**src/rtl/ramp_adc_pkg.sv**
```systemverilog
package ramp_adc_pkg;

    // Sequencer phases.
    typedef enum logic [1:0] {
        PH_IDLE = 2'd0,
        PH_RUN  = 2'd1,
        PH_DONE = 2'd2
    } phase_e;

    // Per-cycle control word from the sequencer to the datapath.
    typedef struct packed {
        logic clear;    // load zero into the step counter
        logic step;     // advance the step counter by one
        logic capture;  // store the counter value as the result
        logic over;     // value of the over-range flag on capture
    } ramp_ctl_t;

    function automatic logic start_taken(input phase_e ph, input logic req);
        return req && (ph != PH_RUN);
    endfunction

endpackage

```
**src/rtl/ramp_step_counter.sv**
```systemverilog
module ramp_step_counter #(
    parameter int WIDTH = 8
) (
    input  logic             clk,
    input  logic             rst,
    input  logic             clear_i,
    input  logic             step_i,
    output logic [WIDTH-1:0] count_o,
    output logic             at_top_o
);
    localparam logic [WIDTH-1:0] TOP = {WIDTH{1'b1}};

    logic [WIDTH-1:0] count_q;

    always_ff @(posedge clk) begin
        if (rst) begin
            count_q <= '0;
        end else if (clear_i) begin
            count_q <= '0;
        end else if (step_i) begin
            count_q <= count_q + 1'b1;
        end
    end

    assign count_o  = count_q;
    assign at_top_o = (count_q == TOP);
endmodule

```
**src/rtl/ramp_seq_fsm.sv**
```systemverilog
module ramp_seq_fsm
    import ramp_adc_pkg::*;
(
    input  logic      clk,
    input  logic      rst,
    input  logic      start_i,
    input  logic      below_i,
    input  logic      at_top_i,
    output ramp_ctl_t ctl_o,
    output logic      busy_o,
    output logic      eoc_o
);
    phase_e phase_q, phase_d;

    always_comb begin
        phase_d = phase_q;
        ctl_o   = '0;
        unique case (phase_q)
            PH_RUN: begin
                if (below_i && !at_top_i) begin
                    ctl_o.step = 1'b1;
                end else begin
                    ctl_o.capture = 1'b1;
                    ctl_o.over    = below_i;
                    phase_d       = PH_DONE;
                end
            end
            default: begin
                if (start_taken(phase_q, start_i)) begin
                    ctl_o.clear = 1'b1;
                    phase_d     = PH_RUN;
                end
            end
        endcase
    end

    always_ff @(posedge clk) begin
        if (rst) begin
            phase_q <= PH_IDLE;
        end else begin
            phase_q <= phase_d;
        end
    end

    assign busy_o = (phase_q == PH_RUN);
    assign eoc_o  = (phase_q == PH_DONE);
endmodule

```
**src/rtl/ramp_result_reg.sv**
```systemverilog
module ramp_result_reg #(
    parameter int WIDTH = 8
) (
    input  logic             clk,
    input  logic             rst,
    input  logic             capture_i,
    input  logic             over_i,
    input  logic [WIDTH-1:0] code_i,
    output logic [WIDTH-1:0] result_o,
    output logic             over_o
);
    always_ff @(posedge clk) begin
        if (rst) begin
            result_o <= '0;
            over_o   <= 1'b0;
        end else if (capture_i) begin
            result_o <= code_i;
            over_o   <= over_i;
        end
    end
endmodule

```
**src/rtl/ramp_adc_ctrl.sv**
```systemverilog
module ramp_adc_ctrl
    import ramp_adc_pkg::*;
#(
    parameter int WIDTH = 8
) (
    input  logic             clk,
    input  logic             rst,
    input  logic             start_i,
    input  logic             fb_below_i,
    output logic [WIDTH-1:0] dac_code_o,
    output logic             busy_o,
    output logic             eoc_o,
    output logic [WIDTH-1:0] result_o,
    output logic             over_range_o
);
    ramp_ctl_t        ctl;
    logic             at_top;
    logic [WIDTH-1:0] count;

    ramp_seq_fsm u_fsm (
        .clk      (clk),
        .rst      (rst),
        .start_i  (start_i),
        .below_i  (fb_below_i),
        .at_top_i (at_top),
        .ctl_o    (ctl),
        .busy_o   (busy_o),
        .eoc_o    (eoc_o)
    );

    ramp_step_counter #(.WIDTH(WIDTH)) u_cnt (
        .clk      (clk),
        .rst      (rst),
        .clear_i  (ctl.clear),
        .step_i   (ctl.step),
        .count_o  (count),
        .at_top_o (at_top)
    );

    ramp_result_reg #(.WIDTH(WIDTH)) u_res (
        .clk       (clk),
        .rst       (rst),
        .capture_i (ctl.capture),
        .over_i    (ctl.over),
        .code_i    (count),
        .result_o  (result_o),
        .over_o    (over_range_o)
    );

    assign dac_code_o = count;
endmodule

```
**config.mk**
```make
export PLATFORM = sky130hd
export DESIGN_NAME = ramp_adc_ctrl
export DESIGN_NICKNAME = d
export VERILOG_FILES = /design/src/rtl/ramp_adc_pkg.sv /design/src/rtl/ramp_step_counter.sv /design/src/rtl/ramp_seq_fsm.sv /design/src/rtl/ramp_result_reg.sv /design/src/rtl/ramp_adc_ctrl.sv
export SDC_FILE = /design/constraint.sdc
export NUM_CORES = 1
export LEC_CHECK = 0
export BUFFER_PORTS_ARGS = -buffer_cell sky130_fd_sc_hd__buf_4
export CAP_MARGIN = 40
export CORE_ASPECT_RATIO = 0.9
export CORE_MARGIN = 10
export CORE_UTILIZATION = 57
export CTS_CLUSTER_DIAMETER = 100
export DETAILED_ROUTE_END_ITERATION = 7
export GPL_ROUTABILITY_DRIVEN = 0
export GPL_TIMING_DRIVEN = 0
export PLACE_DENSITY = 0.83
export SLEW_MARGIN = 20
export SYNTH_ARGS = -nofsm -noshare
export SYNTH_HDL_FRONTEND = slang
export SYNTH_SLANG_ARGS = --single-unit
```
**constraint.sdc**
```tcl
create_clock -name clk -period 4.1 [get_ports clk]
set_input_delay 0.41 -clock clk [delete_from_list [all_inputs] [get_ports clk]]
set_output_delay 0.41 -clock clk [all_outputs]
set_load 0.005 [all_outputs]
```
==> out/qor.csv <==
metric;value;unit
Req. time, crit path;3.69;ns
Clock Latency Late Sink;0.31;ns
Post-CTS Resized;0;
CTS tree;built;
placed cells;167;
dpl ws;2.43;ns
clock root buffer master;clkbuf_4;
pin count of the biggest net entering global routing;11;
die width;66.0;µm
crit-path max FO;10;
Ant. Diodes;0;
cell row count;14;
vias in the first global route;980;
max-slew violations;0;
Crit. End Element;output pin;
Starting Density;62.7;%
commonest cells after routing, fill and taps aside;buf_4 (22), dfxtp_1 (19), nand2_1 (9), a21oi_1 (9);
fmax;558;MHz
status;complete, no violations;
Distinct cells, synth;39;
crit path time final;1.79;ns
Crit path buffers/inverters;2;
hold-fix buffers at CTS;0;
final hold viol count;0;
Cell Area, Synth;0.00109;mm²
crit path DAT;1.38;ns
#FFs+latches synth;19;
Tot GR Track Use;14.3;%
Post-synth EDFFs;0;
DR vias;1113;
Ys Warns;0;
first drt pass iteration count;4;
slew margin rel.;49.8;%
Gate Count Post-Synth;122;
net count after synthesis;127;
share of cells above drive strength 1;22.4;%
Slowest cell on crit path;clkbuf_1;
cts bufs inserted;3;
WL/cell;16.5;µm
sequential fraction of the synthesis area;35.0;%
Final Skew;0.000758;ns
Setup crit start kind;flop;
slowest cell delay on critical path;0.38;ns
post-route DRC violation count;0;
Area Overhead vs Synth;19.7;%
setup ws final;2.31;ns
fin cells;171;
first-pass GRT wire length;4.62;mm
DRT iter0 DRCs;65;
Avg Cell Area, Syn;8.91;µm²
Clock Sinks;19;
setup repair bufs after CTS;0;
Post-synth ARST share;0;%
CTS H-tree lvls;1;
Setup CP Type;reg -> out;
Max-cap violations;0;
TNS Setup;0;ns
area of the die;0.00406;mm²
post-route antenna net violation count;0;
CTS max path bufs;2;
Hold WS;0.402;ns
Final HPWL DP;2.12;mm
initial antenna violation count;0;
final net count;153;
Final setup viols;0;
commonest non-fill, non-tap cell in the layout;buf_4;
Worst Tran Pin Value;0.751;ns
Port Buffer Count;21;
Pleak;0.000487;µW
Die Span Y;61.4;µm
CP top delay family;buffers and inverters;
Final Cycle Share;43.7;%
type of the worst min-delay path;in -> reg;
top_reg_cell synth;dfxtp_1;
RSZ-0062 raised after global routing;no;
VDD IR max;0.245;mV
ordered cell list for the critical path;clkbuf_1 -> nor2b_1 -> buf_4;
total congestion overflow;0;
pwr dens;249;mW/mm²
Core ar.;0.00173;mm²
final WL;2.82;mm
Boundary Pins;23;
vias per cell;6.51;
Clock Pin Slew Worst Setup and Hold Paths;0.10;ns
## final cells by class
| cell class | instances | area [µm²] |
|---|---|---|
| flip-flops and latches | 19 | 380 |
| fillers | 136 | 433 |
| plain buffers | 10 | 53.8 |
| multi-input cells | 86 | 627 |
| repair buffers | 21 | 158 |
| inverters | 7 | 26.3 |
| clock buffers | 4 | 26.3 |
| well taps | 24 | 30.0 |
## cells by family (layout without fill, tap and decap cells)
logic type	after synthesis	count (layout)	share of synthesized area, %
muxes	5	5	4.60
and+or+nand+nor	42	42	25.8
buffers and inverters	17	42	7.36
adders and majority gates	1	1	1.15
DFF	19	19	35.0
AOI/OAI and AO/OA	38	38	26.1
## per-layer routing
metal | part of all wire (%) | vias up | track usage [%] | wire length, µm
li1 | - | 531 | - | -
met5 | 0 | - | 0 | 0
met3 | 8.4 | 4 | 6.17 | 236
met2 | 44 | 42 | 21.8 | 1240
met1 | 47 | 536 | 18.3 | 1320
met4 | 0.46 | 0 | 2.99 | 13
## state kept, by name, summed over array words and instances, names as in the netlist
register and flops:
u_cnt.count_o 8, u_fsm.phase_q 2, u_res.result_o 8, u_res.over_o 1
## worst min-delay path: stages
cell      delay, ns
buf_4          0.13
nor2_1         0.08
a211oi_1       0.05
## final timing paths
path                    startpoint           endpoint  slack (ns)  cells past startpoint
setup / recovery  u_fsm.phase_q[1]              eoc_o        2.31                      3
hold / removal             start_i   u_fsm.phase_q[0]        0.40                      3
setup reg to reg  u_cnt.count_o[0]  u_res.result_o[1]        2.40                      6
hold reg to reg       u_res.over_o       u_res.over_o        0.46                      2
## power by group
part           internal [µW]  leakage (µW)  switching (µW)
logic                   14.0      0.000319            24.2
registers                186      0.000153            2.52
clock network           38.1     0.0000150            59.0
total                    239      0.000487            85.6
## Yosys cell counts, drive strengths merged (2+ instances only)
library cell	n	area (µm²)
a21oi	9	45.0
clkbuf	4	15.0
nand4b	2	23.8
nor2b	2	12.5
nand2b	2	12.5
a211oi	8	65.1
o41ai	2	17.5
nor3b	2	20.0
o221ai	6	52.6
a211o	3	26.3
inv	6	22.5
nor2	2	7.51
and3	3	18.8
nor4bb	6	60.1
buf	6	38.8
mux2i	5	50.1
dfxtp	19	380
nand4	7	43.8
nand2	9	33.8
o211ai	5	37.5
## metrics by stage
| step | total power (µW) | utilization [%] | area (µm²) |
|---|---|---|---|
| after floorplan | 218 | - | 1090 |
| after global placement | 229 | 73.5 | 1270 |
| after detailed placement | 230 | 73.5 | 1270 |
| after CTS | 322 | 75.0 | 1300 |
| after global routing | 335 | 75.0 | 1300 |
| final | 324 | 75.0 | 1300 |
Note: power is estimated with default switching activity, not from simulation.
